===== src/rtl/sswd_pkg.sv =====
package sswd_pkg;
  typedef enum logic [1:0] {
    CAUSE_NONE     = 2'd0,
    CAUSE_MISMATCH = 2'd1,
    CAUSE_TIMEOUT  = 2'd2
  } cause_e;

  typedef enum logic [1:0] {
    ST_IDLE = 2'd0,
    ST_RUN  = 2'd1,
    ST_TRIP = 2'd2
  } state_e;
endpackage


===== src/rtl/sswd_table.sv =====
module sswd_table #(
  parameter int DEPTH = 16,
  parameter int SIG_W = 16,
  parameter int TMO_W = 16,
  parameter int NRD   = 2,
  localparam int IDX_W = $clog2(DEPTH)
) (
  input  logic             clk_i,
  input  logic             rst_ni,
  input  logic             we_i,
  input  logic [IDX_W-1:0] waddr_i,
  input  logic [SIG_W-1:0] wsig_i,
  input  logic [TMO_W-1:0] wtmo_i,
  input  logic [IDX_W-1:0] raddr_i [NRD],
  output logic [SIG_W-1:0] rsig_o  [NRD],
  output logic [TMO_W-1:0] rtmo_o  [NRD]
);
  logic [SIG_W-1:0] sig_q [DEPTH];
  logic [TMO_W-1:0] tmo_q [DEPTH];

  for (genvar e = 0; e < DEPTH; e++) begin : g_ent
    always_ff @(posedge clk_i or negedge rst_ni) begin
      if (!rst_ni) begin
        sig_q[e] <= '0;
        tmo_q[e] <= '0;
      end else if (we_i && waddr_i == IDX_W'(e)) begin
        sig_q[e] <= wsig_i;
        tmo_q[e] <= wtmo_i;
      end
    end
  end

  for (genvar r = 0; r < NRD; r++) begin : g_rd
    assign rsig_o[r] = sig_q[raddr_i[r]];
    assign rtmo_o[r] = tmo_q[raddr_i[r]];
  end
endmodule


===== src/rtl/sswd_timer.sv =====
module sswd_timer #(
  parameter int TMO_W = 16
) (
  input  logic             clk_i,
  input  logic             rst_ni,
  input  logic             load_i,
  input  logic [TMO_W-1:0] load_val_i,
  input  logic             dec_i,
  output logic             last_o
);
  logic [TMO_W-1:0] cnt_q;

  always_ff @(posedge clk_i or negedge rst_ni) begin
    if (!rst_ni)     cnt_q <= '0;
    else if (load_i) cnt_q <= load_val_i;
    else if (dec_i)  cnt_q <= cnt_q - 1'b1;
  end

  // one count left: an idle cycle now expires the step
  assign last_o = (cnt_q <= TMO_W'(1));
endmodule


===== src/rtl/sswd_seq.sv =====
module sswd_seq
  import sswd_pkg::*;
#(
  parameter int DEPTH = 16,
  parameter int SIG_W = 16,
  localparam int IDX_W = $clog2(DEPTH),
  localparam int CNT_W = $clog2(DEPTH + 1)
) (
  input  logic             clk_i,
  input  logic             rst_ni,
  input  logic             en_i,
  input  logic             len_we_i,
  input  logic [CNT_W-1:0] len_i,
  input  logic             sig_valid_i,
  input  logic [SIG_W-1:0] sig_i,
  input  logic             freeze_i,
  input  logic             clr_i,
  input  logic [SIG_W-1:0] cur_sig_i,
  input  logic             last_i,
  output logic [IDX_W-1:0] idx_o,
  output logic [IDX_W-1:0] ld_idx_o,
  output logic             load_o,
  output logic             dec_o,
  output logic             cfg_open_o,
  output logic             run_o,
  output logic [CNT_W-1:0] len_o,
  output cause_e           cause_o,
  output logic [IDX_W-1:0] fail_idx_o
);
  state_e           state_q, state_d;
  logic [IDX_W-1:0] idx_q, idx_d, nxt_idx;
  logic [CNT_W-1:0] len_q;
  cause_e           cause_q, cause_d;
  logic [IDX_W-1:0] fail_q, fail_d;

  assign nxt_idx = ({1'b0, idx_q} == CNT_W'(len_q - 1'b1)) ? '0 : idx_q + 1'b1;

  always_comb begin
    state_d  = state_q;
    idx_d    = idx_q;
    cause_d  = cause_q;
    fail_d   = fail_q;
    load_o   = 1'b0;
    dec_o    = 1'b0;
    ld_idx_o = nxt_idx;
    unique case (state_q)
      ST_IDLE: begin
        ld_idx_o = '0;
        if (en_i && len_q != '0) begin
          state_d = ST_RUN;
          idx_d   = '0;
          load_o  = 1'b1;
        end
      end
      ST_RUN: begin
        if (!en_i) begin
          state_d = ST_IDLE;
        end else if (sig_valid_i) begin
          if (sig_i == cur_sig_i) begin
            idx_d  = nxt_idx;
            load_o = 1'b1;
          end else begin
            state_d = ST_TRIP;
            cause_d = CAUSE_MISMATCH;
            fail_d  = idx_q;
          end
        end else if (!freeze_i) begin
          if (last_i) begin
            state_d = ST_TRIP;
            cause_d = CAUSE_TIMEOUT;
            fail_d  = idx_q;
          end else begin
            dec_o = 1'b1;
          end
        end
      end
      ST_TRIP: begin
        if (clr_i) begin
          state_d = ST_IDLE;
          cause_d = CAUSE_NONE;
          fail_d  = '0;
        end
      end
      default: state_d = ST_IDLE;
    endcase
  end

  always_ff @(posedge clk_i or negedge rst_ni) begin
    if (!rst_ni) begin
      state_q <= ST_IDLE;
      idx_q   <= '0;
      cause_q <= CAUSE_NONE;
      fail_q  <= '0;
    end else begin
      state_q <= state_d;
      idx_q   <= idx_d;
      cause_q <= cause_d;
      fail_q  <= fail_d;
    end
  end

  always_ff @(posedge clk_i or negedge rst_ni) begin
    if (!rst_ni) len_q <= '0;
    else if (len_we_i && state_q == ST_IDLE)
      len_q <= (len_i > CNT_W'(DEPTH)) ? CNT_W'(DEPTH) : len_i;
  end

  assign cfg_open_o = (state_q == ST_IDLE);
  assign run_o      = (state_q == ST_RUN);
  assign idx_o      = idx_q;
  assign len_o      = len_q;
  assign cause_o    = cause_q;
  assign fail_idx_o = fail_q;
endmodule


===== src/rtl/sig_seq_wdog.sv =====
module sig_seq_wdog
  import sswd_pkg::*;
#(
  parameter int DEPTH = 16,
  parameter int SIG_W = 16,
  parameter int TMO_W = 16,
  localparam int IDX_W = $clog2(DEPTH),
  localparam int CNT_W = $clog2(DEPTH + 1)
) (
  input  logic             clk_i,
  input  logic             rst_ni,
  input  logic             cfg_we_i,
  input  logic [IDX_W-1:0] cfg_idx_i,
  input  logic [SIG_W-1:0] cfg_sig_i,
  input  logic [TMO_W-1:0] cfg_tmo_i,
  input  logic             cfg_len_we_i,
  input  logic [CNT_W-1:0] cfg_len_i,
  input  logic             cfg_en_i,
  input  logic             sig_valid_i,
  input  logic [SIG_W-1:0] sig_i,
  input  logic             freeze_i,
  input  logic             stat_clr_i,
  output logic             nmi_o,
  output logic [1:0]       stat_cause_o,
  output logic [IDX_W-1:0] stat_idx_o
);
  logic [IDX_W-1:0] step_idx, ld_idx;
  logic [IDX_W-1:0] raddr [2];
  logic [SIG_W-1:0] rsig  [2];
  logic [TMO_W-1:0] rtmo  [2];
  logic             load, dec, last, cfg_open, run;
  logic [CNT_W-1:0] len;
  cause_e           cause;

  assign raddr[0] = step_idx;
  assign raddr[1] = ld_idx;

  sswd_table #(.DEPTH(DEPTH), .SIG_W(SIG_W), .TMO_W(TMO_W), .NRD(2)) i_table (
    .clk_i, .rst_ni,
    .we_i    (cfg_we_i && cfg_open),
    .waddr_i (cfg_idx_i),
    .wsig_i  (cfg_sig_i),
    .wtmo_i  (cfg_tmo_i),
    .raddr_i (raddr),
    .rsig_o  (rsig),
    .rtmo_o  (rtmo)
  );

  sswd_timer #(.TMO_W(TMO_W)) i_timer (
    .clk_i, .rst_ni,
    .load_i     (load),
    .load_val_i (rtmo[1]),
    .dec_i      (dec),
    .last_o     (last)
  );

  sswd_seq #(.DEPTH(DEPTH), .SIG_W(SIG_W)) i_seq (
    .clk_i, .rst_ni,
    .en_i        (cfg_en_i),
    .len_we_i    (cfg_len_we_i),
    .len_i       (cfg_len_i),
    .sig_valid_i (sig_valid_i),
    .sig_i       (sig_i),
    .freeze_i    (freeze_i),
    .clr_i       (stat_clr_i),
    .cur_sig_i   (rsig[0]),
    .last_i      (last),
    .idx_o       (step_idx),
    .ld_idx_o    (ld_idx),
    .load_o      (load),
    .dec_o       (dec),
    .cfg_open_o  (cfg_open),
    .run_o       (run),
    .len_o       (len),
    .cause_o     (cause),
    .fail_idx_o  (stat_idx_o)
  );

  assign stat_cause_o = cause;
  assign nmi_o        = (cause != CAUSE_NONE);
endmodule


===== config.mk =====
export PLATFORM = sky130hd
export DESIGN_NAME = sig_seq_wdog
export DESIGN_NICKNAME = d
export VERILOG_FILES = /design/src/rtl/sswd_pkg.sv /design/src/rtl/sswd_table.sv /design/src/rtl/sswd_timer.sv /design/src/rtl/sswd_seq.sv /design/src/rtl/sig_seq_wdog.sv
export SDC_FILE = /design/constraint.sdc
export NUM_CORES = 1
export LEC_CHECK = 0
export CAP_MARGIN = 20
export CORE_MARGIN = 8
export CORE_UTILIZATION = 69
export DETAILED_ROUTE_END_ITERATION = 12
export DONT_BUFFER_PORTS = 1
export PLACE_DENSITY = 0.82
export SYNTH_ARGS = -nofsm -noshare
export SYNTH_HDL_FRONTEND = slang
export SYNTH_HIERARCHICAL = 1
export SYNTH_SLANG_ARGS = --single-unit

===== constraint.sdc =====
create_clock -name clk_i -period 6.1 [get_ports clk_i]
set_input_delay 1.22 -clock clk_i [delete_from_list [all_inputs] [get_ports clk_i]]
set_output_delay 1.22 -clock clk_i [all_outputs]
set_load 0.005 [all_outputs]

Word-level counts from Yosys, hierarchy flattened
Index checks and enable logic that the tools add are counted.
W data, S select, Z words.
Storage, ports and cells
  input port bits: 65
  bits in registers: 545
Cells by class
  $add $sub $neg: 3
  order comparisons: 4
  equal/unequal tests: 30
  bitwise operators: 2
  mux-type cells: 45
  reductions and logical operators: 29
Operators with widths (count)
  $bmux W16 S4: 2
  $mux W16: 6
  $mux W4: 12
  $eq A4 B4 Y1 const B: 8
  $mux W2: 10
  $logic_and A1 B1 Y1: 19
  $eq A16 B16 Y1: 1
  $eq A4 B3 Y1 const B: 4
  $le A16 B1 Y1 const B: 1
  $pmux W4 S2: 2
  $sub A16 B1 Y16 const B: 1
  $ge A5 B5 Y1 const B: 2
  $not A4 Y5: 2
  $reduce_and A5 Y1: 2
  $mux W1: 9
  $eq A4 B2 Y1 const B: 2
  $ne A2 B2 Y1 const B: 4
  $ne A4 B4 Y1 const B: 2
  $reduce_bool A2 Y1: 4
  $ne A3 B3 Y1 const B: 2
  $pmux W2 S3: 1
  $reduce_and A6 Y1: 1
  $eq A4 B5 Y1: 1
  $gt A5 B5 Y1 const B: 1
  14 further kinds: 14

Longest topological paths before layout
Gate-level depths: netlist of the first run.
  depth in word-level cells: 10
  mapped depth: 15
  depth with buffers taken out: 13

Cells and area by module
Netlist of the first run, hierarchy kept.
By module, submodules not included
  sswd_table: area each 26461.6 um2, instances 1, cells an instance 1676, sequential area each 12812.3 um2
  sswd_seq: area each 1194.9 um2, instances 1, cells an instance 129, sequential area each 425.4 um2
  sswd_timer: area each 910.9 um2, instances 1, cells an instance 100, sequential area each 400.4 um2
  sig_seq_wdog: area each 12.5 um2, instances 1, cells an instance 2, sequential area each 0.0 um2

Worst setup path before layout of the first run
No wires, ideal clock.
  kind: reg2reg
  start point: register i_seq.idx_q[0] (netlist: i_seq/idx_o[0])
  end point: register i_timer.cnt_q[0]
  setup slack: 2.685 ns
  library setup time: 0.134 ns
  required time: 5.966 ns
  cell stages (with the launch flop): 15
  arrival time: 3.281 ns
  cells stage by stage: dfrtp_1 -> clkbuf_1 -> buf_2 -> mux4_2 -> a22oi_1 -> nand2_1 -> xnor2_1 -> nand4_1 -> nor3_1 -> nand2_1 -> o21ai_0 -> and2_1 -> clkbuf_1 -> clkbuf_1 -> o21ai_0
RTL lines
  start: declaration: RTL line sswd_seq.sv:31  | logic [IDX_W-1:0] idx_q, idx_d, nxt_idx;
  start signal: assignment: RTL line sswd_seq.sv:96  | idx_q <= idx_d;
  end signal: assignment: RTL line sswd_timer.sv:15  | else if (load_i) cnt_q <= load_val_i;
  end signal: assignment: RTL line sswd_timer.sv:16  | else if (dec_i) cnt_q <= cnt_q - 1'b1;
  end: declaration: RTL line sswd_timer.sv:11  | logic [TMO_W-1:0] cnt_q;

==> flow_metrics.tcl, run 1 <==
set metrics [dict create \
    layout_min_cycle_time_ps 5037 \
    slew_headroom_pct -17.37 \
    avgRoutedWirePerCell_um 27.64 \
    drive_gt1_share_pct 47.90 \
    path_delay_family "simple AND/OR/NAND/NOR gates" \
    start_kind "flop" \
    grt_pass1_wl_mm 90.99 \
    rows 69 \
    cts_resized 0 \
    hold_class "in -> async" \
    worstPathBufferInverterCount 2 \
    fin_tns_setup_ps 0 \
    die_w_um 206.4 \
    cellLeakagePower_nw 12.06 \
    antenna_found_initial 1 \
    cts_tree "yes" \
    syn2layout_area_growth_pct 8.533 \
    dr.first_iter.drc_count 1339 \
    worstPathCellList "buf_4, mux4_2, a22oi_1, nand2_1, xnor2_1, nand4_1, nor3_1, nand2_1, o21ai_0, and2_1, inv_1, nor2_1, a31oi_1" \
    clock_latency_ps 600 \
    port_buffers 0 \
    tightest_slew_ps 1761 \
    gp_congestion 0.8190 \
    dpl.hpwl_mm 33.68 \
    syn_inst 1663 \
    cts_max_path_buffers 3 \
    clkSinkCount 545 \
    ioPinCount 72 \
    core_um2 35660 \
    required_ps 6560 \
    skew_ps 14.01 \
    arrival_ps 5500 \
    cts.root.buffer_cell "clkbuf_16" \
    path_max_fanout 43 \
    placed_cells 2003 \
    cp_common_cell "nand2_1" \
    slowest_stage "dfrtp_4" \
    yosys_warnings 6 \
    first_pass_iters 5 \
    crit_type "reg -> reg" \
    ir_drop_uv 353.4 \
    drc 0 \
    total_power_mw 13.14 \
    grt_max_degree 546 \
    rsz0062_at_grt "no" \
    syn_avg_cell_area_um2 15.04 \
    finalHoldViolCount 0 \
    ant_nets 0 \
    fin_nets 1671 \
    dieArea_um2 42600 \
    postCtsSetupBuffers 0 \
    grt_usage_pct 28.43 \
    ctsHoldBuffers 0 \
    initial_core_util_pct 70.15 \
    drv_cap 0 \
    numCtsBuffers 55 \
    cpPeakStageDelay_ps 1040 \
    detail_route.wirelength_mm 58.18 \
    grt_pass1_vias 15240 \
    syn-num-nets 1735 \
    cp-end-kind "flop" \
    timing.final.crit_share_pct 82.58 \
    vias 14250 \
    p_per_area_nw_per_um2 483.9 \
    run_status "finished with violations" \
    grt.overflow.total 0 \
    die_h_um 206.4 \
    cts.htree.levels 2 \
    vias_per_cell 6.771 \
    slew_viol_final 210 \
    finalSetupViolations 0 \
    syn_area_um2 25010 \
    violations "max-slew violations" \
    stdcell_count 2105 \
    max_freq_mhz 198.5 \
    clkTransAtPathRegs_ps 60 \
]
[state kept, by name, indices dropped and copies added, names as in the netlist]
signal            count
i_seq/cause_o         2
i_seq/fail_idx_o      4
i_seq/idx_o           4
i_seq/len_o           5
i_seq/state_q         2
i_table/sig_q       256
i_table/tmo_q       256
i_timer/cnt_q        16
[routing by layer]
metal  track usage, %  share of wire [%]  vias up
li1                 -                  -     5985
met1            40.04                 42     7701
met2            45.11                 48      461
met5                0                  0        -
met3            5.815                6.9      105
met4            7.839                2.6        0
[final cells by class]
class / count / area (um2)
Sequential cell: 545 / 13640
Fill cell: 2065 / 8507
Antenna cell: 1 / 2.502
Clock buffer: 78 / 1564
Multi-Input combinational cell: 950 / 10750
Clock inverter: 23 / 264.0
Timing Repair Buffer: 35 / 300.3
Tap cell: 461 / 576.8
Inverter: 12 / 45.04
[stage by stage]
stage | setup slack (ps) | cell area, um2 | util [%] | hold slack (ps)
4_1_cts | 1097 | 27150 | 76.13 | 315.9
3_5_place_dp | 1147 | 25320 | 71.01 | 484.7
5_1_grt | 731.8 | 27150 | 76.14 | 293.5
6_report | 1063 | 27150 | 76.14 | 325.3
2_1_floorplan | 2728 | 25010 | - | 452.6
3_3_place_gp | 1370 | 25320 | 71.01 | 466.2
[report_power, final]
part / internal [mW] / switching (mW)
Combinational: 2.30 / 1.26
Sequential: 5.30 / 0.899
Clock: 2.00 / 1.38
[path summary, 6_finish.rpt]
check	cells after the start	end	startpoint	slack, ps
worst min register to register	1	i_table/sig_q[178]	i_table/sig_q[178]	490
min in group clk_i	1	i_table/sig_q[178]	i_table/sig_q[178]	490
worst max register to register	13	i_timer/cnt_q[13]	i_seq/idx_o[0]	1060
worst min-delay path	0	i_table/sig_q[252]	rst_ni	330
worst max-delay path	13	i_timer/cnt_q[13]	i_seq/idx_o[0]	1060
max in group asynchronous	0	i_table/tmo_q[73]	rst_ni	4360
[cell usage in the layout, fill, tap and decap left out, types with 4 or more instances in the layout]
master	count
or3_2	4
nand2b_1	10
or3_1	4
nand2_1	62
a21o_1	4
clkinv_2	13
a21oi_1	9
clkbuf_8	8
buf_4	32
and2_1	4
a22o_1	7
dfrtp_1	543
ha_1	7
o21ai_0	23
a22oi_1	64
bufinv_16	5
mux2_2	507
nand3_1	5
nor2_4	11
nand4_1	5
mux2_1	9
xor2_1	13
inv_1	12
mux4_2	128
clkbuf_1	14
xnor2_1	20
nor2_1	11
nor4_1	4
clkbuf_16	56
Power figures use the tool's default switching activity.
==> inputs of run 2 (changes only) <==
- CORE_UTILIZATION: 69 -> 64
- PLACE_DENSITY: 0.82 -> 0.77
- clock period: 6.1 -> 4.68 ns (I/O delays scaled with it)
==> run 2 against run 1 <==
Effect of this change: the run still ends with max-slew violations left; highest routed layer is now met5; fmax increased by 18%; critical path depth grew 1; non-clock buffer count up 10; global-route usage decreased by 2.1 points; sequential share of layout area fell by 0.37 points; cell area increased by 0.73%; sequential power grew 30%; clock skew shrank 0.63 ps.
==> flow_metrics.tcl, run 2 (synthesized netlist as in run 1, its figures left out) <==
set metrics [dict create \
    finalSetupViolations 0 \
    rows 72 \
    finalHoldViolCount 0 \
    rsz0062_at_grt "no" \
    die_w_um 213.7 \
    p_switching_mw 4.581 \
    detail_route.wirelength_mm 57.80 \
    worstPathBufferInverterCount 3 \
    numCtsBuffers 55 \
    p_seq_share_pct 47.3 \
    core_um2 38650 \
    dr.first_iter.drc_count 1232 \
    slew_headroom_pct -36.24 \
    first_pass_iters 6 \
    cts.htree.levels 2 \
    arrival_ps 4720 \
    start_kind "flop" \
    ir_drop_uv 444.6 \
    final_cell_mix "dfrtp_1 (543), mux2_2 (507), mux4_2 (128), a22oi_1 (64), nand2_1 (62)" \
    netSwitchingFraction_pct 26.86 \
    hold_class "in -> async" \
    drive_gt1_share_pct 48.06 \
    top_regs "i_table/sig_q x256, i_table/tmo_q x256, i_timer/cnt_q x16" \
    syn2layout_area_growth_pct 9.329 \
    dpl.hpwl_mm 34.31 \
    pre_cts_ws_ps 474.2 \
    clkSinkCount 545 \
    drv_cap 0 \
    antenna_found_initial 1 \
    cts_resized 0 \
    cp.depth 14 \
    grt_usage_pct 26.28 \
    fin_hold_ws_ps 46.46 \
    port_buffers 0 \
    cellLeakagePower_nw 12.13 \
    r2r-end "i_timer/cnt_q[13]" \
    r2r_setup_slack_ps 430 \
    skew_ps 13.38 \
    max_freq_mhz 235.1 \
    p_per_area_nw_per_um2 623.5 \
    gp_congestion 0.8147 \
    path_max_fanout 28 \
    worst-r2r-cell-count 14 \
    violations "max-slew violations" \
    r2r_start "i_seq/idx_o[0]" \
    drc 0 \
    cts_tree "yes" \
    grt_max_degree 546 \
    slowest_stage "dfrtp_4" \
    die_h_um 213.7 \
    tightest_slew_ps 2044 \
    vias_per_cell 6.531 \
    timing.final.crit_share_pct 90.88 \
    required_ps 5140 \
    grt_pass1_wl_mm 90.82 \
    initial_core_util_pct 64.72 \
    ant_nets 0 \
    clkTransAtPathRegs_ps 60 \
    layout_commonest_cell "dfrtp_1" \
    avgRoutedWirePerCell_um 26.65 \
    p_int_mw 12.47 \
    slew_viol_final 300 \
    grt.overflow.total 0 \
    cts_max_path_buffers 3 \
    worstPathCellList "buf_4, mux4_2, a22oi_1, nand2_1, xnor2_1, nand4_1, nor3_1, nand2_1, o21ai_0, and2_1, buf_4, inv_1, nor2_1, a31oi_1" \
    vias 14170 \
    ctsHoldBuffers 0 \
    ioPinCount 72 \
    layout_min_cycle_time_ps 4253 \
    fin_tns_setup_ps 0 \
    grt_pass1_vias 15150 \
    cts.root.buffer_cell "clkbuf_16" \
    postCtsSetupBuffers 0 \
    fin_nets 1681 \
    nFillCells 2459 \
    cpPeakStageDelay_ps 800 \
    crit_type "reg -> reg" \
    dieArea_um2 45670 \
    pwr-share-comb_pct 27.5 \
    setup_slack_ps 426.7 \
    clock_latency_ps 590 \
    run_status "finished with violations" \
    clock_power_share_pct 25.2 \
    path_delay_family "simple AND/OR/NAND/NOR gates" \
    cp-end-kind "flop" \
]
-- run 2: cell count changes in the layout (fill, tap and decap cells not counted), sizes merged --
cell      change
clkbuf       +10
clkinv        -6
clkinvlp      -1
buf          +10
bufinv        -4
inv           -2
-- run 2: worst max-delay path by stage --
stage / from / to / slack, ps
global route: i_seq/idx_o[0] / i_timer/cnt_q[13] / 140
global placement: i_seq/idx_o[0] / i_timer/cnt_q[11] / 600
CTS: i_seq/idx_o[0] / i_timer/cnt_q[13] / 480
detailed placement: i_seq/idx_o[0] / i_timer/cnt_q[13] / 470
finish: i_seq/idx_o[0] / i_timer/cnt_q[13] / 430
floorplan: i_seq/idx_o[0] / i_timer/cnt_q[0] / 1310
-- run 2: power groups by stage --
stage                     combinational [mW]  clock, mW  sequential [mW]
after floorplan                         3.97          0             7.67
after global placement                  4.50          0             7.94
after detailed placement                4.68          0             8.10
after CTS                               4.71       4.37             8.04
after global routing                    5.07       4.56             8.34
final                                   4.69       4.29             8.07
-- run 2: layout make-up --
type,count,area (um2),share of cell area [%]
Sequential cell,545,13640,49.89
Multi-Input combinational cell,950,10750,39.32
Clock buffer,88,1703,6.227
Tap cell,518,648.1,2.370
Timing Repair Buffer,45,475.5,1.739
Clock inverter,10,77.57,0.2837
Inverter,12,45.04,0.1647
Antenna cell,1,2.502,0.009150
-- run 2: metal layers --
| layer | global-route usage, % | vias up | part of all wire, % |
|---|---|---|---|
| met4 | 6.051 | 4 | 1.8 |
| li1 | - | 6017 | - |
| met5 | 0.4306 | - | 0.069 |
| met2 | 39.22 | 332 | 45 |
| met1 | 39.77 | 7728 | 47 |
| met3 | 5.437 | 84 | 6.1 |
-- run 2: through the flow --
stage / power, mW / std cells / utilization [%] / instance area [um2]
floorplan: 11.64 / 1663 / - / 25010
global placement: 12.44 / 2069 / 66.10 / 25540
detailed placement: 12.79 / 2069 / 66.10 / 25540
CTS: 17.12 / 2167 / 70.70 / 27330
global route: 17.96 / 2168 / 70.76 / 27350
finish: 17.05 / 2169 / 70.76 / 27350
==> inputs of run 3 (changes only) <==
- CORE_ASPECT_RATIO: default -> 0.5
==> run 3 against run 2 <==
Effect of this change: the run still ends with max-slew violations left; global-route usage down 0.079 points; non-clock buffer count down 3; sequential share of layout area up 0.44 points; clock skew up 8.6 ps; first-iteration DRC count up 4.3%; sequential cell count unchanged.
==> flow_metrics.tcl, run 3 (synthesized netlist as in run 1, its figures left out) <==
set metrics [dict create \
    run_status "finished with violations" \
    violations "max-slew violations" \
    grt_pass1_wl_mm 92.59 \
    syn2layout_area_growth_pct 8.363 \
    drive_gt1_share_pct 47.80 \
    final_cell_mix "dfrtp_1 (543), mux2_2 (507), mux4_2 (128), a22oi_1 (64), nand2_1 (62)" \
    finalHoldViolCount 0 \
    detail_route.wirelength_mm 59.53 \
    initial_core_util_pct 64.58 \
    dpl.hpwl_mm 34.37 \
    crit_type "reg -> reg" \
    numCtsBuffers 48 \
    rsz0062_at_grt "no" \
    drc 0 \
    vias 14280 \
    p_per_area_nw_per_um2 621.9 \
    diodes 0 \
    dr.first_iter.drc_count 1285 \
    total_power_mw 16.86 \
    grt.overflow.total 0 \
    layout_min_cycle_time_ps 4154 \
    cts_resized 0 \
    wl_met2_mm 29.27 \
    clkSinkCount 545 \
    first_pass_iters 5 \
    ant_nets 0 \
    avgRoutedWirePerCell_um 27.51 \
    arrival_ps 4580 \
    grt_pass1_vias 15380 \
    port_buffers 0 \
    r2r_setup_slack_ps 530 \
    gp_congestion 0.7966 \
    wl_met3_mm 3.642 \
    ioPinCount 72 \
    cts_max_path_buffers 3 \
    clkTransAtPathRegs_ps 70 \
    hold_class "in -> async" \
    slew_viol_final 368 \
    drv_cap 0 \
    rows 51 \
    dieArea_um2 46050 \
    vias_per_cell 6.600 \
    cellLeakagePower_nw 12.01 \
    timing.final.crit_share_pct 88.76 \
    finalSetupViolations 0 \
    layout_commonest_cell "dfrtp_1" \
    skew_ps 21.94 \
    routed.top_layer "met4" \
    fin_nets 1671 \
    clock_latency_ps 570 \
    antenna_found_initial 0 \
    grt_max_degree 546 \
    max_freq_mhz 240.7 \
    die_w_um 295.6 \
    path_max_fanout 27 \
    slew_headroom_pct -55.16 \
    cts_tree "yes" \
    cts.root.buffer_cell "clkbuf_16" \
    wl_met1_mm 24.63 \
    die_h_um 155.8 \
    top_regs "i_table/sig_q x256, i_table/tmo_q x256, i_timer/cnt_q x16" \
    required_ps 5110 \
    tightest_slew_ps 2327 \
    core_um2 38730 \
    cp-end-kind "flop" \
    ir_drop_uv 304.3 \
    fin_tns_setup_ps 0 \
    start_kind "flop" \
    grt_usage_pct 26.20 \
    cts.htree.levels 2 \
]
[run 3: per-stage QoR]
step,utilization [%],std cells,hold slack [ps],area [um2],setup WS [ps]
floorplan,-,1663,452.6,25010,1308
global placement,65.68,2077,465.8,25440,461.4
detailed placement,65.68,2077,482.7,25440,347.3
CTS,69.92,2162,73.98,27080,296.8
global route,69.98,2164,69.66,27110,222.0
finish,69.98,2164,68.90,27110,526.2
[run 3: final cells by class]
| cell class | instances | area, um2 |
|---|---|---|
| sequential | 545 | 13640 |
| fill | 2550 | 11630 |
| multi-input combinational | 950 | 10750 |
| clock buffer | 74 | 1470 |
| tap | 530 | 663.1 |
| timing repair buffer | 42 | 362.8 |
| clock inverter | 11 | 171.4 |
| inverter | 12 | 45.04 |
[run 3: critical path, stage by stage (launching register included)]
cell and delay [ps]:
dfrtp_4 700, buf_12 280, mux4_2 520, a22oi_1 230
nand2_1 100, xnor2_1 210, nand4_1 120, nor3_1 600
nand2_1 260, o21ai_0 180, and2_1 150, buf_4 260
inv_1 170, nor2_1 150, a31oi_1 60
[run 3: path summary, 6_finish.rpt]
| path | depth (start not counted) | endpoint | startpoint |
|---|---|---|---|
| setup / recovery | 14 | i_timer/cnt_q[13] | i_seq/idx_o[0] |
| hold / removal | 0 | i_table/tmo_q[64] | rst_ni |
| hold reg to reg | 1 | i_table/tmo_q[197] | i_table/tmo_q[197] |
| max in group asynchronous | 0 | i_seq/idx_o[1] | rst_ni |
| min in group clk_i | 1 | i_table/tmo_q[178] | cfg_tmo_i[2] |
| setup reg to reg | 14 | i_timer/cnt_q[13] | i_seq/idx_o[0] |
[run 3: power breakdown]
group          internal (mW)  switching, mW
logic                   2.98           1.65
registers               6.90           1.20
clock network           2.38           1.74
[run 3: repair_timing]
item                       in CTS  in global routing
setup endpoints to repair       0                  3
hold buffers                    0                  0
buffers inserted                0                  1
[run 3: layer usage]
metal	track usage [%]	up-vias
li1	-	5985
met1	35.44	7729
met3	4.957	129
met5	0	-
met2	43.08	439
met4	8.526	0
